--- config.mk ---
export PLATFORM = sky130hd
export DESIGN_NAME = bhfc_top
export DESIGN_NICKNAME = d
export VERILOG_FILES = /design/src/rtl/bhfc_pkg.sv /design/src/rtl/bhfc_sat_counter.sv /design/src/rtl/bhfc_valid_pipe.sv /design/src/rtl/bhfc_ctrl.sv /design/src/rtl/bhfc_top.sv
export SDC_FILE = /design/constraint.sdc
export NUM_CORES = 1
export LEC_CHECK = 0
export CAP_MARGIN = 20
export CORE_ASPECT_RATIO = 0.7
export CORE_UTILIZATION = 50
export CTS_CLUSTER_SIZE = 25
export DETAILED_ROUTE_END_ITERATION = 7
export PLACE_DENSITY_LB_ADDON = 0.08
export SLEW_MARGIN = 10
export SYNTH_ARGS = -nofsm -noshare
export SYNTH_HDL_FRONTEND = slang
export SYNTH_SLANG_ARGS = --single-unit
--- constraint.sdc ---
create_clock -name clk -period 3 [get_ports clk]
set_input_delay 0.3 -clock clk [delete_from_list [all_inputs] [get_ports clk]]
set_output_delay 0.3 -clock clk [all_outputs]
set_load 0.02 [all_outputs]
--- src/rtl/bhfc_pkg.sv ---
package bhfc_pkg;

  typedef enum logic [1:0] {
    K_PLAIN  = 2'd0,
    K_JUMP   = 2'd1,
    K_BRANCH = 2'd2,
    K_PLAIN2 = 2'd3
  } kind_e;

  typedef enum logic [1:0] {
    ST_IDLE  = 2'd0,
    ST_WAIT  = 2'd1,
    ST_REDIR = 2'd2
  } ctl_state_e;

  typedef enum logic [1:0] {
    SEL_SEQ  = 2'd0,
    SEL_HOLD = 2'd1,
    SEL_TGT  = 2'd2
  } pc_sel_e;

  function automatic logic is_xfer(input logic [1:0] k);
    return (k == K_JUMP) || (k == K_BRANCH);
  endfunction

endpackage

--- src/rtl/bhfc_sat_counter.sv ---
module bhfc_sat_counter #(
  parameter int W = 32
) (
  input  logic         clk,
  input  logic         rst,
  input  logic         inc,
  output logic [W-1:0] q
);
  localparam logic [W-1:0] TOP = '1;

  always_ff @(posedge clk) begin
    if (rst)
      q <= '0;
    else if (inc && (q != TOP))
      q <= q + 1'b1;
  end

  assert_sat_hold_R10: assert property (@(posedge clk) disable iff (rst)
    (q == TOP) |=> (q == TOP));

  assert_sat_step_R9: assert property (@(posedge clk) disable iff (rst)
    (inc && (q != TOP)) |=> (q == $past(q) + 1'b1));

endmodule

--- src/rtl/bhfc_valid_pipe.sv ---
module bhfc_valid_pipe #(
  parameter int STAGES = 3
) (
  input  logic clk,
  input  logic rst,
  input  logic in_valid,
  output logic first_valid,
  output logic last_valid
);
  logic [STAGES-1:0] v;

  for (genvar i = 0; i < STAGES; i++) begin : g_stage
    if (i == 0) begin : g_head
      always_ff @(posedge clk) begin
        if (rst) v[i] <= 1'b0;
        else     v[i] <= in_valid;
      end
    end else begin : g_body
      always_ff @(posedge clk) begin
        if (rst) v[i] <= 1'b0;
        else     v[i] <= v[i-1];
      end
    end
  end

  assign first_valid = v[0];
  assign last_valid  = v[STAGES-1];

endmodule

--- src/rtl/bhfc_ctrl.sv ---
module bhfc_ctrl
  import bhfc_pkg::*;
#(
  parameter int PC_W         = 16,
  parameter int JUMP_RESOLVE = 2,
  parameter int BR_RESOLVE   = 3
) (
  input  logic            clk,
  input  logic            rst,
  input  logic [1:0]      if_kind,
  input  logic [PC_W-1:0] if_target,
  input  logic            br_taken,
  output logic [PC_W-1:0] fetch_pc,
  output logic            fetch_fire,
  output logic [1:0]      pc_sel,
  output logic            br_resolve,
  output logic            squash,
  output logic            issue
);
  localparam int CW = $clog2(BR_RESOLVE + 1);
  localparam logic [CW-1:0] J_AT = CW'(JUMP_RESOLVE - 1);
  localparam logic [CW-1:0] B_AT = CW'(BR_RESOLVE - 1);
  localparam logic [CW-1:0] ONE  = CW'(1);

  ctl_state_e      st, st_n;
  logic [CW-1:0]   cnt, cnt_n;
  logic [PC_W-1:0] pc, pc_n;
  logic            cur_jump, cur_jump_n;
  logic [PC_W-1:0] cur_tgt, cur_tgt_n;
  logic            held_xfer, held_xfer_n;
  logic            held_jump, held_jump_n;
  logic [PC_W-1:0] held_tgt, held_tgt_n;

  logic            succ_xfer, succ_jump;
  logic [PC_W-1:0] succ_tgt;
  logic [CW-1:0]   resolve_at;
  pc_sel_e         sel;

  // the successor is either arriving now (resolve in its fetch cycle) or held
  assign succ_xfer  = (cnt == ONE) ? is_xfer(if_kind)     : held_xfer;
  assign succ_jump  = (cnt == ONE) ? (if_kind == K_JUMP)  : held_jump;
  assign succ_tgt   = (cnt == ONE) ? if_target            : held_tgt;
  assign resolve_at = cur_jump ? J_AT : B_AT;

  always_comb begin
    st_n        = st;
    cnt_n       = cnt;
    pc_n        = pc;
    cur_jump_n  = cur_jump;
    cur_tgt_n   = cur_tgt;
    held_xfer_n = held_xfer;
    held_jump_n = held_jump;
    held_tgt_n  = held_tgt;
    fetch_fire  = 1'b0;
    sel         = SEL_HOLD;
    br_resolve  = 1'b0;
    squash      = 1'b0;
    issue       = 1'b0;
    unique case (st)
      ST_IDLE, ST_REDIR: begin
        fetch_fire = 1'b1;
        issue      = 1'b1;
        pc_n       = pc + PC_W'(1);
        sel        = SEL_SEQ;
        st_n       = ST_IDLE;
        if (is_xfer(if_kind)) begin
          st_n       = ST_WAIT;
          cnt_n      = ONE;
          cur_jump_n = (if_kind == K_JUMP);
          cur_tgt_n  = if_target;
        end
      end
      ST_WAIT: begin
        if (cnt == ONE) begin
          fetch_fire  = 1'b1;
          pc_n        = pc + PC_W'(1);
          sel         = SEL_SEQ;
          held_xfer_n = is_xfer(if_kind);
          held_jump_n = (if_kind == K_JUMP);
          held_tgt_n  = if_target;
        end
        if (cnt == resolve_at) begin
          br_resolve = !cur_jump;
          if (cur_jump || br_taken) begin
            squash = 1'b1;
            pc_n   = cur_tgt;
            sel    = SEL_TGT;
            st_n   = ST_REDIR;
          end else begin
            issue = 1'b1;
            st_n  = ST_IDLE;
            if (succ_xfer) begin
              st_n       = ST_WAIT;
              cnt_n      = ONE;
              cur_jump_n = succ_jump;
              cur_tgt_n  = succ_tgt;
            end
          end
        end else begin
          cnt_n = cnt + ONE;
        end
      end
      default: st_n = ST_IDLE;
    endcase
  end

  always_ff @(posedge clk) begin
    if (rst) begin
      st        <= ST_IDLE;
      cnt       <= '0;
      pc        <= '0;
      cur_jump  <= 1'b0;
      cur_tgt   <= '0;
      held_xfer <= 1'b0;
      held_jump <= 1'b0;
      held_tgt  <= '0;
    end else begin
      st        <= st_n;
      cnt       <= cnt_n;
      pc        <= pc_n;
      cur_jump  <= cur_jump_n;
      cur_tgt   <= cur_tgt_n;
      held_xfer <= held_xfer_n;
      held_jump <= held_jump_n;
      held_tgt  <= held_tgt_n;
    end
  end

  assign fetch_pc = pc;
  assign pc_sel   = sel;

  assert_redirect_fires_R3: assert property (@(posedge clk) disable iff (rst)
    squash |=> fetch_fire);

  assert_hold_keeps_pc_R6: assert property (@(posedge clk) disable iff (rst)
    !fetch_fire |=> ($stable(fetch_pc) || $past(squash)));

  assert_not_taken_resumes_R5: assert property (@(posedge clk) disable iff (rst)
    (br_resolve && !br_taken) |=> fetch_fire);

endmodule

--- src/rtl/bhfc_top.sv ---
module bhfc_top #(
  parameter int PC_W         = 16,
  parameter int DEPTH        = 4,
  parameter int JUMP_RESOLVE = 2,
  parameter int BR_RESOLVE   = 3,
  parameter int CNT_W        = 32
) (
  input  logic             clk,
  input  logic             rst,
  input  logic [1:0]       if_kind,
  input  logic [PC_W-1:0]  if_target,
  input  logic             br_taken,
  output logic [PC_W-1:0]  fetch_pc,
  output logic             fetch_fire,
  output logic             fetch_hold,
  output logic [1:0]       pc_sel,
  output logic             br_resolve,
  output logic             squash,
  output logic             dec_valid,
  output logic             retire_valid,
  output logic [CNT_W-1:0] stall_count,
  output logic [CNT_W-1:0] retire_count
);
  localparam int SHADOW = DEPTH - 1;

  logic issue;

  bhfc_ctrl #(
    .PC_W(PC_W), .JUMP_RESOLVE(JUMP_RESOLVE), .BR_RESOLVE(BR_RESOLVE)
  ) u_ctrl (
    .clk(clk), .rst(rst),
    .if_kind(if_kind), .if_target(if_target), .br_taken(br_taken),
    .fetch_pc(fetch_pc), .fetch_fire(fetch_fire), .pc_sel(pc_sel),
    .br_resolve(br_resolve), .squash(squash), .issue(issue)
  );

  assign fetch_hold = !fetch_fire;

  bhfc_valid_pipe #(.STAGES(SHADOW)) u_pipe (
    .clk(clk), .rst(rst), .in_valid(issue),
    .first_valid(dec_valid), .last_valid(retire_valid)
  );

  bhfc_sat_counter #(.W(CNT_W)) u_stalls (
    .clk(clk), .rst(rst), .inc(!issue), .q(stall_count)
  );

  bhfc_sat_counter #(.W(CNT_W)) u_retired (
    .clk(clk), .rst(rst), .inc(retire_valid), .q(retire_count)
  );

  assert_bubble_after_squash_R8: assert property (@(posedge clk) disable iff (rst)
    squash |=> !dec_valid);

endmodule

==> flow_summary_export.csv, run 1 <==
group,metric,value,unit
place,port-buffer-count,108,
timing,grt_setup_unrepaired,"no",
cts,cts.clk_slew.worst_paths,0.06,ns
routing,drtIter0Drc,668,
synthesis,syn-num-nets,831,
critical_path,r2r_end,"u_retired.q[11]",
min_path,hp-start,"rst",
min_path,hold_class,"primary input to flop",
cts,cts_made_buffers,17,
layout,drive_gt1_share,7.40,%
global_routing,gr-total-overflow,0,
layout,antenna_cells,0,
floorplanning,die_width,137,um
cts,clockBufferDepth,2,
floorplanning,fp.dieArea,13200,um2
critical_path,critPathArrivalTime,2.51,ns
synthesis,syn_inst,805,
synthesis,synthArstFlopShare,0,%
timing,slew_violations,0,
timing,slew_headroom,41.2,%
routing,drc,0,
global_routing,grt_max_degree,43,
critical_path,cp_max_fo,17,
layout,final_common_cell,"dfxtp_1",
critical_path,r2r_start,"u_retired.q[2]",
timing,tightest_slew,0.875,ns
timing,fmax,356,MHz
min_path,hold_end,"u_pipe.first_valid",
critical_path,worst_r2r_path_depth,5,
synthesis,synth.distinct_cells,62,
routing,wl,17.8,mm
critical_path,crit_required,2.70,ns
floorplanning,start_util,51.2,%
timing,finalCritPeriodShare,93.6,%
synthesis,synth_seq_area_share,38.4,%
routing,firstDrtPassIters,5,
min_path,min_path_cells,2,
critical_path,crit_type,"flop to output port",
layout,stdcell_count,1068,
layout,nets,919,
routing,vias,6624,
cts,cts-hold-fix-buffers,0,
place,dp_cells,1036,
critical_path,regToRegSetupSlack,0.51,ns
critical_path,endpoint_kind,"output port",
cts,clock-sinks,122,
place,gp_congestion,0.863,
layout,syn_to_final_growth,27.4,%
power_and_ir_drop,ir_worst_vdd,0.409,mV
routing,vias_per_cell,6.20,
synthesis,ys_warn_count,0,
run_status,outcome,"complete, no violations",
cts,cts-root-buf,"clkbuf_16",
global_routing,antenna_found_initial,0,
global_routing,grt_use_total,27.7,%
synthesis,syn_avg_cell_area,7.90,um2
floorplanning,core,12400,um2
global_routing,grt_first_pass_wirelength,28.7,mm
global_routing,grt_pass1_vias,5703,
timing,report.final.hold_viol_count,0,
timing,setup_viol,0,
cts,cts-htree-levels,4,
power_and_ir_drop,leakage,2.62,nW
place,hpwl,12.1,mm
synthesis,synth_edf_count,0,
floorplanning,row_count,34,
timing,fin_tns_setup,0,ns
power_and_ir_drop,p_per_area,521,nW/um2
routing,routedWlPerCell,16.6,um
timing,min_period,2.81,ns
cts,clk_latency,0.41,ns
timing,skew,0.0113,ns
critical_path,start_kind,"flop",
synthesis,syn_area,6360,um2
synthesis,ys_ff_latch,122,
synthesis,synth_ff_type,"dfxtp_1",
cts,cts_tree,"done",
floorplanning,fp.dieH,96.4,um
flow_run,drv_cap,0,
routing,ant_nets,0,
layout,final_cell_mix,"dfxtp_1 (122), clkdlybuf4s50_1 (107), nand2_1 (91)",
floorplanning,io_pins,109,
per-layer routing:
metal  track usage, %  share of wire (%)
met1             40.4                 48
met2             40.2                 43
met3             6.53                7.8
met4             7.42               0.80
met5                0                  0
layout make-up:
| cell class | instances | area, um2 |
|---|---|---|
| well taps | 162 | 203 |
| flip-flops and latches | 122 | 2440 |
| clock buffers | 18 | 439 |
| fillers | 1040 | 4320 |
| repair buffers | 123 | 1190 |
| clock inverters | 14 | 101 |
| multi-input cells | 611 | 3660 |
| inverters | 18 | 67.6 |
flip-flops by register name, summed over array words and instances, names as in the netlist:
| signal | count |
|---|---|
| u_ctrl.cnt | 2 |
| u_pipe.last_valid | 1 |
| u_ctrl.held_tgt | 16 |
| u_ctrl.st | 2 |
| u_ctrl.cur_tgt | 16 |
| u_retired.q | 32 |
| u_ctrl.held_jump | 1 |
| u_ctrl.fetch_pc | 16 |
| u_ctrl.held_xfer | 1 |
| u_pipe.v | 1 |
| u_pipe.first_valid | 1 |
| u_ctrl.cur_jump | 1 |
| u_stalls.q | 32 |
synth_stat cells (4+ instances only):
cell       number  area (um2)
ha_1            5        62.6
nand2_1        91         342
inv_1          16        60.1
nand4_1        24         150
and2_1          6        37.5
nor3_1          9        45.0
or3_1          23         144
o2111ai_1       4        35.0
xnor2_1         9        78.8
nor2b_1         6        37.5
clkbuf_1       44         165
or4_1          28         210
dfxtp_1       122        2440
mux2i_1         5        50.1
xor2_1         10        87.6
nor2_1         60         225
nand3_1        39         195
mux2_2          4        45.0
o41ai_1         6        52.6
o31ai_1        27         203
o32ai_1         5        43.8
and4_1         11        96.3
nor4_1          7        43.8
and3_1         20         125
a21oi_1        90         450
a311oi_1       17         149
o22ai_1         6        37.5
a22oi_1         5        37.5
o21ai_0        48         240
buf_2          10        50.1
worst max-delay path: stages, from the launching register on:
cell and delay, ns:
dfxtp_1 0.44, ha_2 0.41, buf_4 0.23, inv_1 0.11, a21oi_1 0.25, nor2_1 0.10
clkdlybuf4s50_1 0.55
how the worst max path moves through the flow:
stage	from	slack, ns	depth (start not counted)	end
after floorplan	u_stalls.q[0]	0.77	7	u_stalls.q[26]
after global placement	if_kind[1]	0.46	9	u_ctrl.cur_tgt[1]
after detailed placement	if_kind[1]	0.36	9	u_ctrl.cur_tgt[9]
after CTS	u_ctrl.cnt[0]	0.07	6	pc_sel[0]
after global routing	u_ctrl.cnt[0]	0.03	6	pc_sel[0]
final	u_ctrl.cnt[0]	0.19	6	pc_sel[0]
where the power goes:
group	switching, W	internal [W]	total (W)
Sequential	0.0000881	0.00170	0.00178
Combinational	0.000352	0.000228	0.000580
Clock	0.000783	0.00108	0.00186
Total	0.00122	0.00300	0.00422
metrics by stage:
stage	total power [W]	area (um2)	hold WS [ns]	setup slack (ns)	utilization, %
2_1_floorplan	0.00216	6360	0.414	0.771	-
3_3_place_gp	0.00237	7560	0.424	0.457	60.9
3_5_place_dp	0.00238	7560	0.431	0.361	60.9
4_1_cts	0.00424	8100	0.300	0.0674	65.2
5_1_grt	0.00440	8100	0.329	0.0284	65.2
6_report	0.00422	8100	0.314	0.192	65.2
kinds of logic (layout without fill, tap and decap cells):
| group | after synthesis | count (layout) | share of synthesized area (%) |
|---|---|---|---|
| XOR/XNOR | 19 | 19 | 2.62 |
| adder cells (fa/ha/maj) | 5 | 5 | 0.984 |
| buffers and inverters | 72 | 173 | 4.45 |
| AO/OA/AOI/OAI | 234 | 234 | 23.0 |
| AND/OR/NAND/NOR | 344 | 344 | 29.1 |
| multiplexers | 9 | 9 | 1.50 |
| flip-flops | 122 | 122 | 38.4 |
repair_timing:
item	4_1_cts	5_1_grt
setup buffers	0	0
resized for setup	0	1
setup endpoints to repair	0	2
No activity file was read; power rests on OpenSTA's default activity.
==> inputs of run 2 (changes only) <==
CORE_UTILIZATION = 40   (was 50)
==> run 2 against run 1 <==
- first-iteration DRC count fell by 14%
- cell count rose by 3.7%
- sequential cell count did not move
- combinational power fell by 1%
- die area rose by 25%
- clock power rose by 24%
- final area rose by 2.1%
- non-clock buffer count rose by 1
- via count fell by 0.44%
- register-to-register slack got worse by 0.05 ns
- global-route usage fell by 5.1 points
- hold slack improved by 0.094 ns
- critical path type unchanged
- largest power group unchanged
- highest routed layer unchanged
==> flow_summary_export.csv, run 2 (synthesis results as in run 1) <==
group,metric,value,unit
run_status,outcome,"complete, no violations",
place,dp_cells,1075,
critical_path,crit_required,2.70,ns
critical_path,start_kind,"flop",
timing,skew,0.0148,ns
critical_path,cp_max_fo,21,
routing,drc,0,
critical_path,r2r_end,"u_stalls.q[1]",
layout,stdcell_area,8270,um2
critical_path,critPathArrivalTime,2.51,ns
cts,cts.clk_slew.worst_paths,0.05,ns
min_path,hold_end,"u_stalls.q[1]",
global_routing,grt_use_total,22.6,%
layout,nets,920,
layout,syn_to_final_growth,30.0,%
routing,drtIter0Drc,575,
timing,finalCritPeriodShare,93.6,%
flow_run,drv_cap,0,
routing,ant_nets,0,
routing,vias_per_cell,5.96,
power_and_ir_drop,p_per_area,563,nW/um2
layout,final_cell_mix,"dfxtp_1 (122), clkdlybuf4s50_1 (107), nand2_1 (91)",
routing,highest_layer,"met4",
timing,whs,0.408,ns
cts,clock-sinks,122,
routing,met2_length,8.08,mm
place,hpwl,12.7,mm
power_and_ir_drop,ir_worst_vdd,0.427,mV
floorplanning,fp.dieH,107,um
cts,cts_made_buffers,17,
layout,fill_cells,1435,
place,placed_cell_area,7610,um2
critical_path,r2r_start,"u_stalls.q[0]",
timing,min_period,2.81,ns
layout,reg_top3,"u_retired.q x32, u_stalls.q x32",
critical_path,worst_r2r_path_depth,7,
layout,stdcell_count,1107,
floorplanning,core,15500,um2
global_routing,grt_first_pass_wirelength,29.6,mm
cts,clk_latency,0.42,ns
floorplanning,die_width,153,um
floorplanning,row_count,38,
cts,postCtsSetupBuffers,0,
place,port-buffer-count,108,
timing,slew_headroom,42.7,%
floorplanning,fp.dieArea,16400,um2
critical_path,endpoint_kind,"output port",
cts,clockBufferDepth,2,
timing,report.final.hold_viol_count,0,
floorplanning,io_pins,109,
timing,slew_violations,0,
timing,grt_setup_unrepaired,"no",
layout,antenna_cells,0,
critical_path,regToRegSetupSlack,0.46,ns
cts,cts-htree-levels,4,
global_routing,antenna_found_initial,0,
timing,fmax,356,MHz
routing,wl,18.5,mm
timing,setup_viol,0,
cts,cts-root-buf,"clkbuf_16",
layout,drive_gt1_share,6.84,%
timing,fin_tns_setup,0,ns
cts,cts_tree,"done",
place,gp_congestion,0.869,
global_routing,gr-total-overflow,0,
min_path,hold_class,"primary input to flop",
critical_path,crit_type,"flop to output port",
routing,firstDrtPassIters,7,
routing,wl_met1,8.94,mm
routing,routedWlPerCell,16.7,um
global_routing,grt_pass1_vias,5765,
routing,vias,6595,
global_routing,grt_max_degree,65,
layout,final_common_cell,"dfxtp_1",
min_path,min_path_cells,2,
routing,wl_met3,1.31,mm
power_and_ir_drop,leakage,2.69,nW
min_path,hp-start,"rst",
timing,tightest_slew,0.852,ns
floorplanning,start_util,41.0,%
==> run 2: cell types whose count changed in the layout (fill, tap and decap cells not counted), sizes merged <==
cell      change
buf           +1
bufinv        +6
clkbuf        +6
clkinv        -6
clkinvlp      -5
inv           -1
==> run 2: cell type report <==
class | count | area, um2 | share of cell area [%]
Clock buffer | 24 | 462 | 5.58
Timing Repair Buffer | 124 | 1200 | 14.5
Tap cell | 200 | 250 | 3.03
Sequential cell | 122 | 2440 | 29.5
Inverter | 18 | 67.6 | 0.817
Clock inverter | 8 | 190 | 2.30
Multi-Input combinational cell | 611 | 3660 | 44.2
==> run 2: through the flow <==
| step | power (W) | utilization, % | setup WS, ns |
|---|---|---|---|
| 6_report | 0.00465 | 53.3 | 0.193 |
| 2_1_floorplan | 0.00216 | - | 0.771 |
| 3_5_place_dp | 0.00238 | 49.1 | 0.400 |
| 3_3_place_gp | 0.00237 | 49.1 | 0.444 |
| 4_1_cts | 0.00469 | 53.3 | 0.104 |
| 5_1_grt | 0.00483 | 53.3 | 0.00336 |
==> run 2: how the worst max path moves through the flow <==
stage                              endpoint  slack [ns]          start
after floorplan              u_stalls.q[26]        0.77  u_stalls.q[0]
after global placement    u_ctrl.cur_tgt[1]        0.44     if_kind[1]
after detailed placement  u_ctrl.cur_tgt[5]        0.40     if_kind[1]
after CTS                         pc_sel[0]        0.10  u_ctrl.cnt[0]
after global routing              pc_sel[0]       0.003  u_ctrl.cnt[1]
final                             pc_sel[0]        0.19  u_ctrl.cnt[1]
==> run 2: what timing repair did <==
action	CTS	global route
endpoints found under the setup margin	0	2
gates resized for setup	0	1
hold buffers	0	0
==> run 2: per-layer routing <==
layer / up-vias / track usage (%)
li1: 3206 / -
met1: 3133 / 32.0
met2: 238 / 33.5
met3: 18 / 5.43
met4: 0 / 7.29
met5: - / 0
==> run 2: power by group <==
group	switching [W]	leakage, nW	internal (W)	total (W)
clock network	0.000718	0.316	0.00158	0.00230
registers	0.0000893	0.990	0.00170	0.00179
logic	0.000345	1.38	0.000227	0.000572
==> run 2: worst max-delay path, cell delays in order (launching register included) <==
cell and delay [ns]:
dfxtp_1 0.40, nor3b_2 0.45, a21oi_1 0.13, buf_4 0.23, a21oi_1 0.26, nor2_1 0.09
clkdlybuf4s50_1 0.54
==> inputs of run 3 (changes only) <==
CORE_ASPECT_RATIO = 2   (was 0.7)
CTS_CLUSTER_SIZE = 20   (was 25)
==> run 3 against run 2 <==
- global-route usage rose by 0.35 points
- sequential power barely moved
- sequential share of layout area fell by 0.13 points
- combinational power rose by 4.2%
- cell count rose by 0.36%
- via count fell by 0.47%
- final area rose by 0.44%
- setup slack improved by 0.036 ns
- largest power group unchanged
==> flow_summary_export.csv, run 3 (synthesis results as in run 1) <==
group,metric,value,unit
cts,cts-root-buf,"clkbuf_16",
routing,firstDrtPassIters,5,
timing,tightest_slew,0.713,ns
power_and_ir_drop,p_total,0.00459,W
global_routing,antenna_found_initial,0,
cts,clk_latency,0.42,ns
critical_path,crit_type,"flop to output port",
global_routing,grt_first_pass_wirelength,30.4,mm
cts,postCtsSetupBuffers,0,
routing,met2_length,10.1,mm
layout,syn_to_final_growth,30.6,%
layout,final_common_cell,"dfxtp_1",
layout,final_cell_mix,"dfxtp_1 (122), clkdlybuf4s50_1 (107), nand2_1 (91)",
cts,cts.clk_slew.worst_paths,0.06,ns
cts,cts_resized,0,
routing,drtIter0Drc,315,
power_and_ir_drop,power_frac_comb,13.0,%
timing,fin_tns_setup,0,ns
timing,slew_violations,0,
power_and_ir_drop,leakage,2.71,nW
critical_path,critPathArrivalTime,2.47,ns
power_and_ir_drop,clock_power_share,48.3,%
global_routing,grt_use_total,22.9,%
critical_path,endpoint_kind,"output port",
timing,whs,0.445,ns
power_and_ir_drop,power.switching,0.00123,W
routing,wl_met1,6.95,mm
floorplanning,die_width,91.2,um
global_routing,grt_max_degree,121,
routing,drc,0,
global_routing,gr-total-overflow,0,
timing,setup_viol,0,
timing,slew_headroom,52.1,%
min_path,hold_class,"primary input to flop",
timing,finalWorstSetupSlack,0.228,ns
cts,clock-sinks,122,
timing,skew,0.0108,ns
power_and_ir_drop,p_int,0.00336,W
routing,ant_nets,0,
routing,highest_layer,"met4",
floorplanning,fp.dieH,180,um
flow_run,drv_cap,0,
cts,cts-htree-levels,4,
critical_path,cp_max_fo,8,
floorplanning,io_pins,109,
place,port-buffer-count,108,
floorplanning,fp.dieArea,16400,um2
routing,vias_per_cell,5.91,
power_and_ir_drop,ir_worst_vdd,0.462,mV
floorplanning,core,15400,um2
layout,drive_gt1_share,7.89,%
cts,clockBufferDepth,2,
layout,reg_top3,"u_retired.q x32, u_stalls.q x32",
floorplanning,row_count,64,
place,hpwl,13.4,mm
place,dpl_worst_slack,0.411,ns
routing,wl,18.6,mm
cts,cts_tree,"done",
global_routing,grt_pass1_vias,6389,
layout,nets,926,
layout,antenna_cells,0,
routing,vias,6564,
timing,report.final.hold_viol_count,0,
power_and_ir_drop,p_per_area,552,nW/um2
critical_path,crit_required,2.70,ns
critical_path,start_kind,"flop",
power_and_ir_drop,p_sw_share,26.8,%
run_status,outcome,"complete, no violations",
floorplanning,start_util,41.4,%
place,gp_congestion,0.832,
cts,cts_made_buffers,17,
power_and_ir_drop,power_frac_seq,38.7,%
routing,wl_met3,741,um
timing,min_period,2.77,ns
layout,fill_cells,1482,
routing,routedWlPerCell,16.8,um
cts,cts-hold-fix-buffers,0,
timing,finalCritPeriodShare,92.4,%
timing,fmax,361,MHz
timing,grt_setup_unrepaired,"no",
run 3: cell count changes in the layout (fill, tap and decap cells not counted), sizes merged:
cell / before / now
buf: 17 / 23
bufinv: 6 / 4
clkbuf: 24 / 19
clkinv: 3 / 6
clkinvlp: 0 / 2
inv: 17 / 19
run 3: power by group through the flow:
stage / sequential (W) / combinational [W] / clock [W]
6_report: 0.00177 / 0.000596 / 0.00222
5_1_grt: 0.00178 / 0.000652 / 0.00234
4_1_cts: 0.00177 / 0.000598 / 0.00227
3_5_place_dp: 0.00181 / 0.000595 / 0
3_3_place_gp: 0.00181 / 0.000581 / 0
2_1_floorplan: 0.00181 / 0.000341 / 0
run 3: critical path: stages (launching register included):
cell and delay [ns]:
dfxtp_1 0.38, nor3b_2 0.49, a21oi_1 0.13, buf_4 0.19
a21oi_1 0.25, nor2_1 0.08, clkdlybuf4s50_1 0.54
run 3: layout make-up:
type	count	area (um2)	area share (%)
multi-input combinational	611	3660	44.0
tap	198	248	2.98
inverter	18	67.6	0.813
clock inverter	13	193	2.32
timing repair buffer	130	1260	15.1
sequential	122	2440	29.4
clock buffer	19	443	5.33
run 3: final timing paths:
kind / from / end / slack [ns] / cells after the start
setup reg to reg: u_retired.q[0] / u_retired.q[0] / 0.60 / 6
setup / recovery: u_ctrl.cnt[1] / pc_sel[0] / 0.23 / 6
hold / removal: if_target[3] / u_ctrl.held_tgt[3] / 0.45 / 3
hold reg to reg: u_ctrl.held_tgt[14] / u_ctrl.held_tgt[14] / 0.46 / 2
run 3: routing by layer:
metal	track usage (%)	up-vias
met5	0	-
met2	43.6	176
li1	-	3218
met1	22.6	3113
met3	3.88	57
met4	13.7	0
run 3: stage by stage:
| step | cell area [um2] | instances | util, % |
|---|---|---|---|
| 2_1_floorplan | 6360 | 805 | - |
| 3_3_place_gp | 7670 | 1079 | 49.9 |
| 3_5_place_dp | 7670 | 1079 | 49.9 |
| 4_1_cts | 8310 | 1111 | 54.0 |
| 5_1_grt | 8310 | 1111 | 54.0 |
| 6_report | 8310 | 1111 | 54.0 |
